## src/rtl/mbsd_pkg.sv

```systemverilog
package mbsd_pkg;

  typedef enum logic [2:0] {
    CYC_IDLE   = 3'd0,
    CYC_MEM_RD = 3'd1,
    CYC_MEM_WR = 3'd2,
    CYC_IO_RD  = 3'd3,
    CYC_IO_WR  = 3'd4
  } cyc_e;

  localparam int NUM_RW_STROBES = 4;

  function automatic cyc_e classify(input logic active, input logic is_mem,
                                    input logic is_rd);
    cyc_e k;
    if (!active)      k = CYC_IDLE;
    else if (is_mem)  k = is_rd ? CYC_MEM_RD : CYC_MEM_WR;
    else              k = is_rd ? CYC_IO_RD  : CYC_IO_WR;
    return k;
  endfunction

  function automatic logic is_read(input cyc_e k);
    return (k == CYC_MEM_RD) || (k == CYC_IO_RD);
  endfunction

  function automatic logic is_write(input cyc_e k);
    return (k == CYC_MEM_WR) || (k == CYC_IO_WR);
  endfunction

endpackage

```

## src/rtl/mbsd_addr_latch.sv

```systemverilog
module mbsd_addr_latch #(
  parameter int DW = 16
) (
  input  logic          clk,
  input  logic          rst_n,
  input  logic          cap_en,
  input  logic [DW-1:0] bus_in,
  output logic [DW-1:0] addr_q
);

  logic [DW-1:0] addr_d;

  always_comb begin
    addr_d = addr_q;
    if (cap_en) addr_d = bus_in;
  end

  always_ff @(posedge clk or negedge rst_n) begin
    if (!rst_n) addr_q <= '0;
    else        addr_q <= addr_d;
  end

endmodule

```

## src/rtl/mbsd_strobe_gen.sv

```systemverilog
module mbsd_strobe_gen
  import mbsd_pkg::*;
#(
  parameter int          DW        = 16,
  parameter logic [DW-1:0] IACK_ADDR = DW'(16'h1000),
  parameter logic [DW-1:0] CFG_ADDR  = DW'(16'h8410)
) (
  input  logic          clk,
  input  logic          rst_n,
  input  logic          data_stb_n,
  input  logic          mem_sel,
  input  logic          rd_wr,
  input  logic [DW-1:0] addr_q,
  output logic          mem_rd_n,
  output logic          mem_wr_n,
  output logic          io_rd_n,
  output logic          io_wr_n,
  output logic          int_ack_n,
  output logic          cfg_en_n,
  output logic          rd_phase,
  output logic          wr_phase,
  output logic          rd_start,
  output logic          wr_sample
);

  cyc_e kind_d, kind_q;
  logic iack_d, iack_q;
  logic cfg_d, cfg_q;
  logic [NUM_RW_STROBES-1:0] strb_n;

  // next state
  always_comb begin
    kind_d = classify(!data_stb_n, mem_sel, rd_wr);
    iack_d = (kind_d == CYC_IO_WR) && (addr_q == IACK_ADDR);
    cfg_d  = (kind_d == CYC_IO_RD) && (addr_q == CFG_ADDR);
  end

  // registers
  always_ff @(posedge clk or negedge rst_n) begin
    if (!rst_n) begin
      kind_q <= CYC_IDLE;
      iack_q <= 1'b0;
      cfg_q  <= 1'b0;
    end else begin
      kind_q <= kind_d;
      iack_q <= iack_d;
      cfg_q  <= cfg_d;
    end
  end

  // one active-low strobe per non-idle cycle kind, index g maps to code g+1
  for (genvar g = 0; g < NUM_RW_STROBES; g++) begin : g_strb
    assign strb_n[g] = (kind_q != cyc_e'(g + 1));
  end

  assign mem_rd_n  = strb_n[0];
  assign mem_wr_n  = strb_n[1];
  assign io_rd_n   = strb_n[2];
  assign io_wr_n   = strb_n[3];
  assign int_ack_n = !iack_q;
  assign cfg_en_n  = !cfg_q;
  assign rd_phase  = is_read(kind_q);
  assign wr_phase  = is_write(kind_q);
  assign rd_start  = is_read(kind_d) && (kind_q == CYC_IDLE);
  assign wr_sample = is_write(kind_d);

endmodule

```

## src/rtl/mbsd_parity.sv

```systemverilog
module mbsd_parity #(
  parameter int DW = 16
) (
  input  logic          clk,
  input  logic          rst_n,
  input  logic          wr_sample,
  input  logic          rd_start,
  input  logic [DW-1:0] bus_in,
  input  logic          par_in,
  output logic          par_out,
  output logic          par_err
);

  logic par_d, par_q;
  logic err_d, err_q;
  logic par_en;

  always_comb begin
    par_en = wr_sample;
    par_d  = par_q;
    if (par_en) par_d = ~(^bus_in);
    // odd parity: ones count of data plus parity bit must be odd
    err_d  = rd_start && !(^{bus_in, par_in});
  end

  always_ff @(posedge clk or negedge rst_n) begin
    if (!rst_n) begin
      par_q <= 1'b0;
      err_q <= 1'b0;
    end else begin
      par_q <= par_d;
      err_q <= err_d;
    end
  end

  assign par_out = par_q;
  assign par_err = err_q;

endmodule

```

## src/rtl/mbsd_pad_ctl.sv

```systemverilog
module mbsd_pad_ctl #(
  parameter int N_GRP = 2
) (
  input  logic             strb_en_n,
  input  logic [N_GRP-1:0] float_ok,
  output logic [N_GRP-1:0] drv
);

  for (genvar g = 0; g < N_GRP; g++) begin : g_grp
    assign drv[g] = !(float_ok[g] && strb_en_n);
  end

endmodule

```

## src/rtl/mbsd_bus_iface.sv

```systemverilog
module mbsd_bus_iface #(
  parameter int            DW        = 16,
  parameter logic [DW-1:0] IACK_ADDR = DW'(16'h1000),
  parameter logic [DW-1:0] CFG_ADDR  = DW'(16'h8410),
  parameter int            RST_SYNC  = 2
) (
  input  logic          clk,
  input  logic          rst_n,
  input  logic [DW-1:0] bus_in,
  input  logic          par_in,
  input  logic          addr_stb,
  input  logic          data_stb_n,
  input  logic          mem_sel,
  input  logic          rd_wr,
  input  logic [DW-1:0] rd_data,
  input  logic          strb_en_n,
  input  logic          float_addr_ok,
  input  logic          float_strb_ok,
  output logic [DW-1:0] addr_out,
  output logic          addr_drv,
  output logic          mem_rd_n,
  output logic          mem_wr_n,
  output logic          io_rd_n,
  output logic          io_wr_n,
  output logic          strb_drv,
  output logic          int_ack_n,
  output logic          cfg_en_n,
  output logic [DW-1:0] bus_out,
  output logic          bus_oe,
  output logic          par_out,
  output logic          par_oe,
  output logic          par_err
);

  localparam int N_GRP = 2;

  logic [RST_SYNC-1:0] rs_q;
  logic                rst_int;
  logic                rd_phase, wr_phase, rd_start, wr_sample;
  logic [N_GRP-1:0]    grp_float_ok, grp_drv;

  // reset: asserted at once, released after RST_SYNC clocks
  always_ff @(posedge clk or negedge rst_n) begin
    if (!rst_n) rs_q <= '0;
    else        rs_q <= {rs_q[RST_SYNC-2:0], 1'b1};
  end
  assign rst_int = rs_q[RST_SYNC-1];

  mbsd_addr_latch #(.DW(DW)) u_alat (
    .clk    (clk),
    .rst_n  (rst_int),
    .cap_en (addr_stb),
    .bus_in (bus_in),
    .addr_q (addr_out)
  );

  mbsd_strobe_gen #(
    .DW        (DW),
    .IACK_ADDR (IACK_ADDR),
    .CFG_ADDR  (CFG_ADDR)
  ) u_sgen (
    .clk        (clk),
    .rst_n      (rst_int),
    .data_stb_n (data_stb_n),
    .mem_sel    (mem_sel),
    .rd_wr      (rd_wr),
    .addr_q     (addr_out),
    .mem_rd_n   (mem_rd_n),
    .mem_wr_n   (mem_wr_n),
    .io_rd_n    (io_rd_n),
    .io_wr_n    (io_wr_n),
    .int_ack_n  (int_ack_n),
    .cfg_en_n   (cfg_en_n),
    .rd_phase   (rd_phase),
    .wr_phase   (wr_phase),
    .rd_start   (rd_start),
    .wr_sample  (wr_sample)
  );

  mbsd_parity #(.DW(DW)) u_par (
    .clk       (clk),
    .rst_n     (rst_int),
    .wr_sample (wr_sample),
    .rd_start  (rd_start),
    .bus_in    (bus_in),
    .par_in    (par_in),
    .par_out   (par_out),
    .par_err   (par_err)
  );

  assign grp_float_ok = {float_strb_ok, float_addr_ok};

  mbsd_pad_ctl #(.N_GRP(N_GRP)) u_pad (
    .strb_en_n (strb_en_n),
    .float_ok  (grp_float_ok),
    .drv       (grp_drv)
  );

  assign addr_drv = grp_drv[0];
  assign strb_drv = grp_drv[1];
  assign bus_out  = rd_data;
  assign bus_oe   = rd_phase;
  assign par_oe   = wr_phase;

endmodule

```

## config.mk

```make
export PLATFORM = sky130hd
export DESIGN_NAME = mbsd_bus_iface
export DESIGN_NICKNAME = d
export VERILOG_FILES = /design/src/rtl/mbsd_pkg.sv /design/src/rtl/mbsd_addr_latch.sv /design/src/rtl/mbsd_strobe_gen.sv /design/src/rtl/mbsd_parity.sv /design/src/rtl/mbsd_pad_ctl.sv /design/src/rtl/mbsd_bus_iface.sv
export SDC_FILE = /design/constraint.sdc
export NUM_CORES = 1
export LEC_CHECK = 0
export BUFFER_PORTS_ARGS = -buffer_cell sky130_fd_sc_hd__buf_2
export CORE_MARGIN = 3
export CORE_UTILIZATION = 41
export DETAILED_ROUTE_END_ITERATION = 10
export GPL_TIMING_DRIVEN = 0
export PLACE_DENSITY = 0.79
export SLEW_MARGIN = 5
export SYNTH_ARGS = -nofsm -noshare
export SYNTH_HDL_FRONTEND = slang
export SYNTH_SLANG_ARGS = --single-unit
```

## constraint.sdc

```tcl
create_clock -name clk -period 0.87 [get_ports clk]
set_input_delay 0.174 -clock clk [delete_from_list [all_inputs] [get_ports clk]]
set_output_delay 0.174 -clock clk [all_outputs]
set_load 0.02 [all_outputs]
```

## Yosys cells after proc, flatten, opt, wreduce, memory -nomap -nowiden

Index checks and enable logic that the tools add are counted.

| word-level totals | value |
|---|---|
| latch bits | 0 |
| output and inout bits | 44 |
| RAM bits | 0 |
| memory bits (read-only) | 0 |
| flip-flop bits (word level) | 25 |
| memories | 0 |
| input bits | 42 |
| logic and storage cells | 44 |

| operators by class | value |
|---|---|
| shift-type cells | 0 |
| equality and inequality tests | 14 |
| add/subtract/negate cells | 0 |
| bitwise operators | 1 |
| divide/modulo/power cells | 0 |
| mux-type cells | 4 |
| $lt $le $gt $ge | 0 |
| reduce and logical (&&, ||, !) cells | 18 |
| multipliers | 0 |

Operators by type and width:

| operator | count |
|---|---|
| $reduce_xor 17->1 | 1 |
| $eq 16x13->1 const B | 1 |
| $eq 16x16->1 const B | 1 |
| $reduce_xor 16->1 | 1 |
| $eq 3x2->1 const B | 4 |
| $mux 3 | 3 |
| $eq 3x1->1 const B | 2 |
| $eq 3x3->1 const B | 2 |
| $logic_and 1x1->1 | 6 |
| $ne 3x2->1 const B | 2 |
| $logic_not 1->1 | 5 |
| $logic_or 1x1->1 | 4 |
| $logic_not 3->1 | 1 |
| $ne 3x1->1 const B | 1 |
| $ne 3x3->1 const B | 1 |
| $mux 2 | 1 |
| $not 1->1 | 1 |

## Depth between registers and ports, before layout

| logic depth | value |
|---|---|
| word-level depth | 7 |
| gate-level depth with buffers | 6 |
| gate-level depth less buffers | 6 |

## By module

A second synthesis with hierarchy kept.

| unflattened totals | value |
|---|---|
| cell total of the unflattened synthesis | 110 |
| area, all modules | 1,358.8 µm² |

Modules (own cells, without submodules):

| module | seq. area each (µm²) | area each (µm²) | times used | cells an instance |
|---|---|---|---|---|
| mbsd_addr_latch | 400.4 | 649.4 | 1 | 34 |
| mbsd_strobe_gen | 125.1 | 311.5 | 1 | 34 |
| mbsd_parity | 50.0 | 216.5 | 1 | 21 |
| mbsd_bus_iface | 50.0 | 173.9 | 1 | 19 |
| mbsd_pad_ctl | 0.0 | 7.5 | 1 | 2 |

## Worst setup path before layout

No wires, ideal clock.

| timing | value |
|---|---|
| path type | input to register |
| start point | input mem_sel |
| end point | register u_par.par_q (netlist: u_par.par_out) |
| library setup time | 0.125 ns |
| path buffers | 0 |
| arrival time | 1.138 ns |
| setup slack | -0.393 ns |
| data required time | 0.745 ns |
| stages | 5 |
| path through | inv_1 > ha_1 > xnor2_1 > nor3_1 > mux2_4 |

| between the ends | value |
|---|---|
| cells in the longest elaborated chain, start to end | 4 |
| elaborated cells on any way between the ends | 5 |
| those cells by class | 2 x eq/ne; 2 x mux; 1 x reduce/logical |

RTL lines:

| element | line | RTL |
|---|---|---|
| start: declaration | mbsd_bus_iface.sv:13 | `input logic mem_sel,` |
| $mux 3 (*) | mbsd_pkg.sv:17 | `else if (is_mem) k = is_rd ? CYC_MEM_RD : CYC_MEM_WR;` |
| $mux 3 (*) | mbsd_pkg.sv:16 | `if (!active) k = CYC_IDLE;` |
| $eq 3x2->1 / $eq 3x3->1 (equally long branches) | mbsd_pkg.sv:27 | `return (k == CYC_MEM_WR) \|\| (k == CYC_IO_WR);` |
| $logic_or 1x1->1 (*) | mbsd_pkg.sv:27 |  |
| end signal: assignment | mbsd_parity.sv:31 | `par_q <= par_d;` |
| end: declaration | mbsd_parity.sv:14 | `logic par_d, par_q;` |

Mark *: on every way between the ends. The rest lies on a longest branch, timed or not.
A chain may end at the register's enable or synchronous reset.

## Worst setup path in the final report

| timing | value |
|---|---|
| start point | register u_sgen.kind_q[2] |
| end point | output par_oe |

| between the ends | value |
|---|---|
| cells in the longest elaborated chain, start to end | 2 |
| elaborated cells on any way between the ends | 3 |
| those cells by class | 2 x eq/ne; 1 x reduce/logical |

RTL lines:

| element | line | RTL |
|---|---|---|
| start: declaration | mbsd_strobe_gen.sv:26 | `cyc_e kind_d, kind_q;` |
| start signal: assignment | mbsd_strobe_gen.sv:45 | `kind_q <= kind_d;` |
| $eq 3x2->1 / $eq 3x3->1 (equally long branches) | mbsd_pkg.sv:27 |  |
| $logic_or 1x1->1 (*) | mbsd_pkg.sv:27 |  |
| end: declaration | mbsd_bus_iface.sv:31 | `output logic par_oe,` |

Marked as above.

==> impl_metrics.tcl <==
set metrics [dict create \
    die_h_um 61.9 \
    slowest_delay_ps 470 \
    endpoint_kind "primary output" \
    critical_path_required_ps 700 \
    worstPathArrival_ps 1180 \
    skew_ps 11.3 \
    setup_slack_ps -488 \
    wirelength_um 3400 \
    path_clk_slew_ps 140 \
    finalHoldViolCount 0 \
    swShare_pct 31.9 \
    cts.sinks 25 \
    grt_pass1_vias 1064 \
    start_util_pct 44.6 \
    ir_drop_mv 0.987 \
    drtIter0Drc 12 \
    hold_class "in -> reg" \
    startpoint_type "register" \
    max_slew.worst_pin.slew_ps 507 \
    syn_area_mm2 0.00128 \
    die_area_mm2 0.00384 \
    port_buffers 68 \
    finalCritPeriodShare_pct 156 \
    design.core.area_mm2 0.00288 \
    yosysTopAreaCellShare_pct 48.8 \
    cap_violations 0 \
    htreeDepth 1 \
    min_path_cells 2 \
    regToRegStartpoint "u_sgen.kind_q[1]$_DFF_PN0_" \
    p_comb_share_pct 40.5 \
    clk_latency_ps 320 \
    yosysTopAreaCell "dfrtp_1" \
    num_antenna_cells 0 \
    synth_cell_types 21 \
    timing.fmax_mhz 736 \
    p_seq_share_pct 44.0 \
    dp.final_hpwl_um 2290 \
    grt_antenna_before_repair 0 \
    row_count 19 \
    grt_max_degree 24 \
    cp_top_family "flip-flops" \
    failed_checks "negative setup slack" \
    grtUsageTotal_pct 16.9 \
    cts_made_buffers 3 \
    netlist_instances 112 \
    postRouteAntennaNets 0 \
    crit_path_top_delay_cell "dfrtp_2" \
    pwr_density_cell_mw_per_mm2 1440 \
    fill_cells 179 \
    wl_per_cell_um 14.4 \
    min_to "u_sgen.kind_q[1]$_DFF_PN0_" \
    area_growth_pct 77.2 \
    maxSlewViolCount 0 \
    synth_seq_cells 25 \
    die_w_um 61.9 \
    multi_input_area_um2 706 \
    rrSetupSlack_ps -410 \
    drc 0 \
    slew_headroom_pct 66.2 \
    tritoncts "yes" \
    setup_violations 35 \
    worst-path-max-fanout 4 \
    cp.buffers_inverters 1 \
    r2r-end "u_par.par_err$_DFF_PN0_" \
    hold_ws_ps 55.2 \
    yosys_warnings 0 \
    rsz0062_at_grt "true" \
    p_clk_share_pct 15.5 \
    seq_area_um2 646 \
    status "finished, violations left" \
    grt-ovfl-total 0 \
    layout-drive-gt1-share_pct 79.9 \
    crit_chain "nor2_1, nand2_2, nand2_4, buf_6" \
    switchingPower_uw 1040 \
    tns_ps -8370 \
    clockRootBuffer "clkbuf_4" \
    drt_first_pass_iters 4 \
    path_class "reg -> out" \
    final_nets 238 \
    syn_area_per_cell_um2 11.5 \
    p_int_uw 2230 \
    min-delay-start "data_stb_n" \
    io_pins 86 \
    vias 1086 \
    clock_path_buffers 2 \
    yosys-top-cells-area "dfrtp_1, mux2_2, xnor2_1" \
    p_leak_uw 0.00105 \
    synth_seq_area_share_pct 48.8 \
    avgViaCountPerCell 4.60 \
    gp_congestion 0.725 \
    synth.net_count 155 \
    grt_first_pass_wirelength_um 4750 \
    period_minus_slack_ps 1360 \
    ff2ff_path_depth 4 \
]
cell usage after synthesis:
| cell | count |
|---|---|
| conb_1 | 1 |
| nor3_1 | 2 |
| xor2_1 | 2 |
| buf_4 | 16 |
| dfrtp_1 | 25 |
| inv_1 | 4 |
| nand3_1 | 2 |
| mux2i_1 | 1 |
| xnor2_1 | 14 |
| ha_1 | 1 |
| nor2b_1 | 5 |
| nor4_1 | 4 |
| mux2_4 | 1 |
| nor2_1 | 4 |
| buf_2 | 1 |
| nand4_1 | 1 |
| nand2_1 | 7 |
| mux2_2 | 16 |
| clkbuf_1 | 1 |
| nand2b_1 | 3 |
| nor4b_1 | 1 |
power groups by stage:
stage | clock, uW | sequential (uW) | combinational (uW)
after floorplan | 0 | 1530 | 545
after global placement | 0 | 1410 | 952
after detailed placement | 0 | 1430 | 962
after CTS | 534 | 1430 | 1260
after global routing | 570 | 1460 | 1420
final | 507 | 1440 | 1330
routing by layer:
layer | global-route usage [%] | part of all wire, %
met1 | 21.6 | 39
met2 | 29.9 | 53
met3 | 2.27 | 8.0
met4 | 4.55 | 0
met5 | 0 | 0
registers in the layout, summed over array words and instances (netlist names):
name / flops
rs_q: 2
u_par.par_out: 1
u_sgen.kind_q: 3
u_par.par_err: 1
u_alat.addr_q: 16
u_sgen.iack_q: 1
u_sgen.cfg_q: 1
logic make-up after synthesis:
logic type	Yosys count	share of synthesized area [%]
simple gates	29	11.8
fa+ha+maj	1	0.975
xor+xnor	16	10.9
mux	18	16.0
buf+inv	22	11.2
other cells	1	0.292
flops	25	48.8
worst reg2reg max path, delay by kind of cell, from the launching register on:
family	cells	cell delay, ps
buf+inv	1	160
flops	1	440
mux	1	140
simple gates	2	460
worst max-delay path by stage:
stage                                    start                        end  slack (ps)  cells after the start
finish              u_sgen.kind_q[2]$_DFF_PN0_                     par_oe        -490                      4
detailed placement                       rd_wr  u_par.par_out$_DFFE_PN0P_        -620                      6
CTS                 u_sgen.kind_q[2]$_DFF_PN0_                   mem_rd_n        -490                      3
global route        u_sgen.kind_q[2]$_DFF_PN0_                     par_oe        -570                      4
global placement                         rd_wr  u_par.par_out$_DFFE_PN0P_        -600                      6
floorplan                                rd_wr  u_par.par_out$_DFFE_PN0P_        -310                      5
stage by stage:
step                      worst slack, ps  total power (uW)  cells  cell area, um^2  util [%]
after floorplan                      -312              2080    112             1400         -
after global placement               -600              2370    222             1790      62.3
after detailed placement             -620              2390    222             1790      62.3
after CTS                            -493              3220    234             2160      75.0
after global routing                 -567              3450    236             2270      79.0
final                                -488              3280    236             2270      79.0
cell type report:
type,instances,area share (%)
well taps,42,2.31
inverters,4,1.21
clock buffers,3,0.991
plain buffers,18,7.05
repair buffers,78,28.7
clock inverters,1,0.220
multi-input cells,65,31.1
flip-flops and latches,25,28.4
layout by cell type (no fill, tap or decap):
| master | instances |
|---|---|
| xnor2_4 | 1 |
| clkbuf_16 | 1 |
| nor2_2 | 1 |
| nand2b_4 | 1 |
| nor4_1 | 2 |
| inv_1 | 2 |
| mux2i_1 | 1 |
| buf_2 | 34 |
| nor2_1 | 3 |
| conb_1 | 1 |
| nand2_1 | 3 |
| nand3_2 | 1 |
| clkinv_2 | 1 |
| mux2_2 | 11 |
| xor2_2 | 2 |
| nand2_2 | 2 |
| dfrtp_1 | 9 |
| clkbuf_4 | 3 |
| xnor2_1 | 9 |
| dlygate4sd3_1 | 1 |
| nor4_4 | 2 |
| buf_4 | 20 |
| nor2b_1 | 4 |
| inv_12 | 1 |
| ha_4 | 1 |
| nor2b_4 | 1 |
| nand2_4 | 2 |
| xnor2_2 | 4 |
| mux2_4 | 6 |
| nand3_1 | 1 |
| nor4b_4 | 1 |
| nand2b_1 | 2 |
| dfrtp_2 | 16 |
| nor3_2 | 2 |
| buf_8 | 2 |
| inv_2 | 1 |
| nand4_1 | 1 |
| buf_6 | 38 |
timing repair:
action	in CTS	in global routing
endpoints found under the hold margin	2	0
buffers inserted	7	2
endpoints found under the setup margin	53	35
pin swaps	14	11
hold buffers	1	0
gates resized for setup	72	22
Power figures use the tool's default switching activity.
